File: src/rtl/irqf_pkg.sv
package irqf_pkg;

   typedef enum logic [1:0] {
      ADR_STATUS = 2'd0,
      ADR_ENABLE = 2'd1,
      ADR_CLEAR  = 2'd2,
      ADR_SPARE  = 2'd3
   } irqf_addr_e;

endpackage

File: src/rtl/irqf_sticky.sv
module irqf_sticky #(
   parameter int unsigned N = 9
) (
   input  logic         clk,
   input  logic         rst_n,
   input  logic [N-1:0] set_i,
   input  logic [N-1:0] clr_i,
   output logic [N-1:0] flag_o
);

   logic [N-1:0] flag_q;

   for (genvar i = 0; i < N; i++) begin : g_bit
      always_ff @(posedge clk) begin
         if (!rst_n)
            flag_q[i] <= 1'b0;
         else if (set_i[i])
            flag_q[i] <= 1'b1;
         else if (clr_i[i])
            flag_q[i] <= 1'b0;
      end

      p_event_sets_r3: assert property (@(posedge clk) disable iff (!rst_n)
         set_i[i] |=> flag_q[i]);

      p_event_wins_r5: assert property (@(posedge clk) disable iff (!rst_n)
         (set_i[i] && clr_i[i]) |=> flag_q[i]);

      p_clear_r4: assert property (@(posedge clk) disable iff (!rst_n)
         (clr_i[i] && !set_i[i]) |=> !flag_q[i]);

      p_hold_r3: assert property (@(posedge clk) disable iff (!rst_n)
         (!clr_i[i] && !set_i[i]) |=> $stable(flag_q[i]));
   end

   assign flag_o = flag_q;

endmodule

File: src/rtl/irqf_regport.sv
module irqf_regport
   import irqf_pkg::*;
#(
   parameter int unsigned DATA_W = 16,
   parameter int unsigned EN_W   = 11,
   parameter int unsigned CLR_LO = 3,
   parameter int unsigned CLR_HI = 11
) (
   input  logic                     clk,
   input  logic                     rst_n,
   input  logic                     wr,
   input  logic [1:0]               addr,
   input  logic [DATA_W-1:0]        wdata,
   input  logic [DATA_W-1:0]        status_i,
   output logic [EN_W-1:0]          en_o,
   output logic [CLR_HI-CLR_LO:0]   clr_o,
   output logic [DATA_W-1:0]        rdata
);

   localparam int unsigned CLR_N = CLR_HI - CLR_LO + 1;

   irqf_addr_e   sel;
   logic [EN_W-1:0] en_q;
   logic         wr_en;
   logic         wr_clr;
   logic         unused_wdata;

   assign sel    = irqf_addr_e'(addr);
   assign wr_en  = wr && (sel == ADR_ENABLE);
   assign wr_clr = wr && (sel == ADR_CLEAR);

   always_ff @(posedge clk) begin
      if (!rst_n)
         en_q <= '0;
      else if (wr_en)
         en_q <= wdata[EN_W-1:0];
   end

   assign clr_o = wr_clr ? wdata[CLR_HI:CLR_LO] : {CLR_N{1'b0}};

   always_comb begin
      unique case (sel)
         ADR_STATUS: rdata = status_i;
         ADR_ENABLE: rdata = DATA_W'(en_q);
         default:    rdata = '0;
      endcase
   end

   assign en_o = en_q;

   if (DATA_W > CLR_HI + 1) begin : g_spare_bits
      assign unused_wdata = ^wdata[DATA_W-1:CLR_HI+1];
   end else begin : g_no_spare_bits
      assign unused_wdata = 1'b0;
   end

   p_enable_wr_r6: assert property (@(posedge clk) disable iff (!rst_n)
      wr_en |=> (en_o == $past(wdata[EN_W-1:0])));

   p_enable_hold_r6: assert property (@(posedge clk) disable iff (!rst_n)
      !wr_en |=> $stable(en_o));

endmodule

File: src/rtl/irqf_combine.sv
module irqf_combine #(
   parameter int unsigned EN_W = 11
) (
   input  logic            clk,
   input  logic            rst_n,
   input  logic [EN_W-1:0] stat_i,
   input  logic [EN_W-1:0] en_i,
   output logic            irq_o
);

   logic hit;
   logic irq_q;

   assign hit = |(stat_i & en_i);

   always_ff @(posedge clk) begin
      if (!rst_n)
         irq_q <= 1'b0;
      else
         irq_q <= hit;
   end

   assign irq_o = irq_q;

   p_irq_rise_r7: assert property (@(posedge clk) disable iff (!rst_n)
      (|(stat_i & en_i)) |=> irq_o);

   p_irq_fall_r7: assert property (@(posedge clk) disable iff (!rst_n)
      ((stat_i & en_i) == '0) |=> !irq_o);

endmodule

File: src/rtl/irqf_ctrl.sv
module irqf_ctrl #(
   parameter int unsigned STK_LO  = 3,
   parameter int unsigned STK_HI  = 11,
   parameter int unsigned EN_W    = 11,
   parameter int unsigned RXLVL_W = 2
) (
   input  logic                       clk,
   input  logic                       rst_n,
   input  logic [STK_LO-1:0]          lvl_lo,
   input  logic [STK_HI-STK_LO:0]     evt,
   input  logic                       tx_cmpl,
   input  logic [RXLVL_W-1:0]         rx_lvl,
   input  logic                       rx_part,
   input  logic                       wr,
   input  logic [1:0]                 addr,
   input  logic [STK_HI+RXLVL_W+2:0]  wdata,
   output logic [STK_HI+RXLVL_W+2:0]  rdata,
   output logic                       irq
);

   localparam int unsigned STK_N  = STK_HI - STK_LO + 1;
   localparam int unsigned STAT_W = STK_HI + RXLVL_W + 3;

   if (STK_LO < 1 || STK_HI < STK_LO) begin : g_bad_sticky
      $error("sticky field bounds are invalid");
   end
   if (EN_W <= STK_LO || EN_W > STK_HI + 1) begin : g_bad_enable
      $error("enable width must reach into the sticky field");
   end

   logic [STK_N-1:0]  sticky;
   logic [STK_N-1:0]  clr;
   logic [EN_W-1:0]   en;
   logic [STAT_W-1:0] status;

   irqf_sticky #(
      .N (STK_N)
   ) i_sticky (
      .clk    (clk),
      .rst_n  (rst_n),
      .set_i  (evt),
      .clr_i  (clr),
      .flag_o (sticky)
   );

   assign status = {rx_part, rx_lvl, tx_cmpl, sticky, lvl_lo};

   irqf_regport #(
      .DATA_W (STAT_W),
      .EN_W   (EN_W),
      .CLR_LO (STK_LO),
      .CLR_HI (STK_HI)
   ) i_regport (
      .clk      (clk),
      .rst_n    (rst_n),
      .wr       (wr),
      .addr     (addr),
      .wdata    (wdata),
      .status_i (status),
      .en_o     (en),
      .clr_o    (clr),
      .rdata    (rdata)
   );

   irqf_combine #(
      .EN_W (EN_W)
   ) i_combine (
      .clk    (clk),
      .rst_n  (rst_n),
      .stat_i (status[EN_W-1:0]),
      .en_i   (en),
      .irq_o  (irq)
   );

   if (EN_W <= STK_HI) begin : g_unenabled_flags
      p_no_enable_bit_r9: assert property (@(posedge clk) disable iff (!rst_n)
         ((status[EN_W-1:0] & en) == '0) |=> !irq);
   end

endmodule

File: config.mk
export PLATFORM = sky130hd
export DESIGN_NAME = irqf_ctrl
export DESIGN_NICKNAME = d
export VERILOG_FILES = /design/src/rtl/irqf_pkg.sv /design/src/rtl/irqf_sticky.sv /design/src/rtl/irqf_regport.sv /design/src/rtl/irqf_combine.sv /design/src/rtl/irqf_ctrl.sv
export SDC_FILE = /design/constraint.sdc
export NUM_CORES = 1
export LEC_CHECK = 0
export BUFFER_PORTS_ARGS = -buffer_cell sky130_fd_sc_hd__clkbuf_2
export CAP_MARGIN = 0
export CORE_ASPECT_RATIO = 2
export CORE_MARGIN = 8
export CORE_UTILIZATION = 40
export DETAILED_ROUTE_END_ITERATION = 10
export GPL_ROUTABILITY_DRIVEN = 0
export HOLD_SLACK_MARGIN = 0.12
export PLACE_DENSITY_LB_ADDON = 0.2
export SLEW_MARGIN = 20
export SYNTH_ARGS = -nofsm -noshare
export SYNTH_HDL_FRONTEND = slang
export SYNTH_SLANG_ARGS = --single-unit
File: constraint.sdc
create_clock -name clk -period 0.9 [get_ports clk]
set_input_delay 0.09 -clock clk [delete_from_list [all_inputs] [get_ports clk]]
set_output_delay 0.09 -clock clk [all_outputs]
set_load 0.02 [all_outputs]
==> results.cfg <==
[route]
wirelength_mm = 3.522
firstDrtPassIters = 4
avgViaCountPerCell = 4.983
avgRoutedWirePerCell_um = 14.80
vias = 1186
drtIter0Drc = 23
drc = 0
ant_nets = 0

[synthesis]
synth_seq_cells = 21
synth_cells = 114
synthesis.nets = 151
syn_area_per_cell_um2 = 9.175
yosysUniqueCellTypes = 18
synth_area_um2 = 1046
yosys_warnings = 0
ys_seq_area_frac = 0.4019

[layout]
fin_area_um2 = 1877
n_antenna_cell = 0
num-fill-cells = 198
multi_input_area_um2 = 589.3
final_cell_mix = 36 x buf_4, 33 x clkbuf_2, 22 x mux2i_1
final_common_cell = buf_4
layout-drive-gt1-share = 0.5095
syn_to_final_growth_pct = 79.43
layout.nets = 248
ff_latch_area_um2 = 445.4

[pwr]
ir_drop_mv = 1.269
powerDensity_nw_per_um2 = 1183
power.leakage_nw = 0.9555

[setup_path]
crit_path_end_kind = primary output
worstSetupPathType = flop to primary output
critPathRequiredTime_ns = 0.81
reg2reg_slack_ns = -0.17
crit_start = i_sticky.flag_o[2]
crit_path_top_delay_cell = dfxtp_2
worst-path-buf-inv = 2
slowest_delay_ns = 0.34
r2r-end = i_combine.irq_o
crit_fanout = 2
reg2reg_from = i_regport.en_o[10]
worst-path-stages = 4
arrival_ns = 1.08
start_kind = flop
ff2ff_path_depth = 4
worstPathCellList = buf_6 -> mux2i_1 -> nor2_1 -> buf_4
cp_top_family = flip-flops

[floorplanning]
ios = 54
start_util = 0.4122
dieWidth_um = 52.16
die_h_um = 88.32
core-area_um2 = 2537
rows = 26
die_area_um2 = 4607

[timing]
worst_hold_slack_ns = 0.1353
min_period_ns = 1.166
slew_headroom = 0.7821
final.setup_skew_ns = 0.001717
rsz0062_at_grt = yes
hold_viol_final = 0
max_freq_mhz = 857.5
setup_viol = 13
fin_tns_setup_ns = -2.181
maxSlewViolCount = 0
fin_ws_ns = -0.2662
worst_pin_slew_ns = 0.3268
fin_crit_sh = 1.296

[cts]
cts_tree = built
cts.reportedPaths.clkPinSlew_ns = 0.08
htree_levels = 1
clkSinkCount = 21
cts_buffer_depth = 2
clk_latency_ns = 0.26
clockRootBuffer = clkbuf_8
cts_inserted_buffers = 3

[global_routing]
grt_usage = 0.1511
grt_use_met3 = 0.04209
use_met2 = 0.2769
top_usage_layer = met2
grt_pass1_wl_mm = 5.457
grt_pass1_vias = 1327
met1_usage = 0.1394
antenna_found_initial = 0
grt_overflow = 0
grt_max_degree = 22

[worst_hold_path]
hp-start = wdata[11]
hold_path_class = input port to flop
hold_path_depth = 4
whs_endpoint = i_sticky.flag_o[8]

[placed_design]
hpwl_mm = 2.332
post_dp_cell_area_um2 = 1408
io_buffers = 49

[status]
outcome = finished with violations
violations = negative setup slack

[job]
max-cap-violations = 0
==> worst min-delay path, cell delays in order <==
cell and delay (ns):
clkbuf_2 0.08, nand2_1 0.05, a21oi_1 0.06, nor2b_1 0.09
==> Yosys cell counts, drive strengths merged <==
| master | count | share of area |
|---|---|---|
| and2 | 5 | 0.030 |
| nor2 | 12 | 0.043 |
| buf | 4 | 0.039 |
| nand3b | 1 | 0.0072 |
| a222oi | 1 | 0.0096 |
| dfxtp | 21 | 0.40 |
| and3b | 1 | 0.0084 |
| a22o | 1 | 0.0084 |
| a22oi | 2 | 0.014 |
| nor2b | 20 | 0.12 |
| a21oi | 9 | 0.043 |
| nand2 | 9 | 0.032 |
| a21boi | 1 | 0.0072 |
| and3 | 1 | 0.0060 |
| a221oi | 1 | 0.0084 |
| clkbuf | 3 | 0.011 |
| mux2i | 22 | 0.21 |
==> cells by family after synthesis <==
family,Yosys count,synth area share
and+or+nand+nor,49,0.2464
muxes,22,0.2105
AOI/OAI and AO/OA,15,0.09091
buffers and inverters,7,0.05024
DFF,21,0.4019
==> sequential cells by signal, summed over array words and instances, names as in the netlist <==
name             cells
i_regport.en_o      11
i_combine.irq_o      1
i_sticky.flag_o      9
==> where the power goes <==
part / leakage [nW] / switching, mW / internal [mW]
Combinational: 0.754 / 0.237 / 0.327
Sequential: 0.180 / 0.0304 / 0.987
Clock: 0.0217 / 0.326 / 0.313
Total: 0.956 / 0.593 / 1.63
==> what timing repair did <==
item / 4_1_cts / 5_1_grt
setup buffers: 12 / 3
pin swaps: 6 / 7
resized for setup: 34 / 29
hold buffers: 19 / 0
endpoints found under the setup margin: 17 / 17
hold endpoints to repair: 19 / 0
==> routing by layer <==
metal  share of wire  wire length, um
met5               0                0
met4           0.030              105
met3           0.062              218
met2            0.54             1900
met1            0.37             1297
==> cell type report <==
cell class                      count  area share
Clock buffer                        3     0.02200
Clock inverter                      1    0.004000
Multi-Input combinational cell     86      0.3140
Timing Repair Buffer               99      0.4040
Tap cell                           28     0.01867
Sequential cell                    21      0.2373
==> how the worst max path moves through the flow <==
stage	end	slack (ns)
floorplan	i_combine.irq_o	-0.13
detailed placement	i_combine.irq_o	-0.21
finish	rdata[5]	-0.27
global route	rdata[7]	-0.30
CTS	rdata[5]	-0.25
global placement	i_combine.irq_o	-0.16
==> per-stage QoR <==
step                      power [mW]  cells  setup slack, ns  utilization
after global placement         1.427    200          -0.1572       0.5547
after CTS                      2.204    235          -0.2505       0.7160
after detailed placement       1.437    200          -0.2092       0.5547
after floorplan                1.249    114          -0.1307            -
final                          2.221    238          -0.2662       0.7396
after global routing           2.326    238          -0.2973       0.7396
Note: power is estimated with default switching activity, not from simulation.
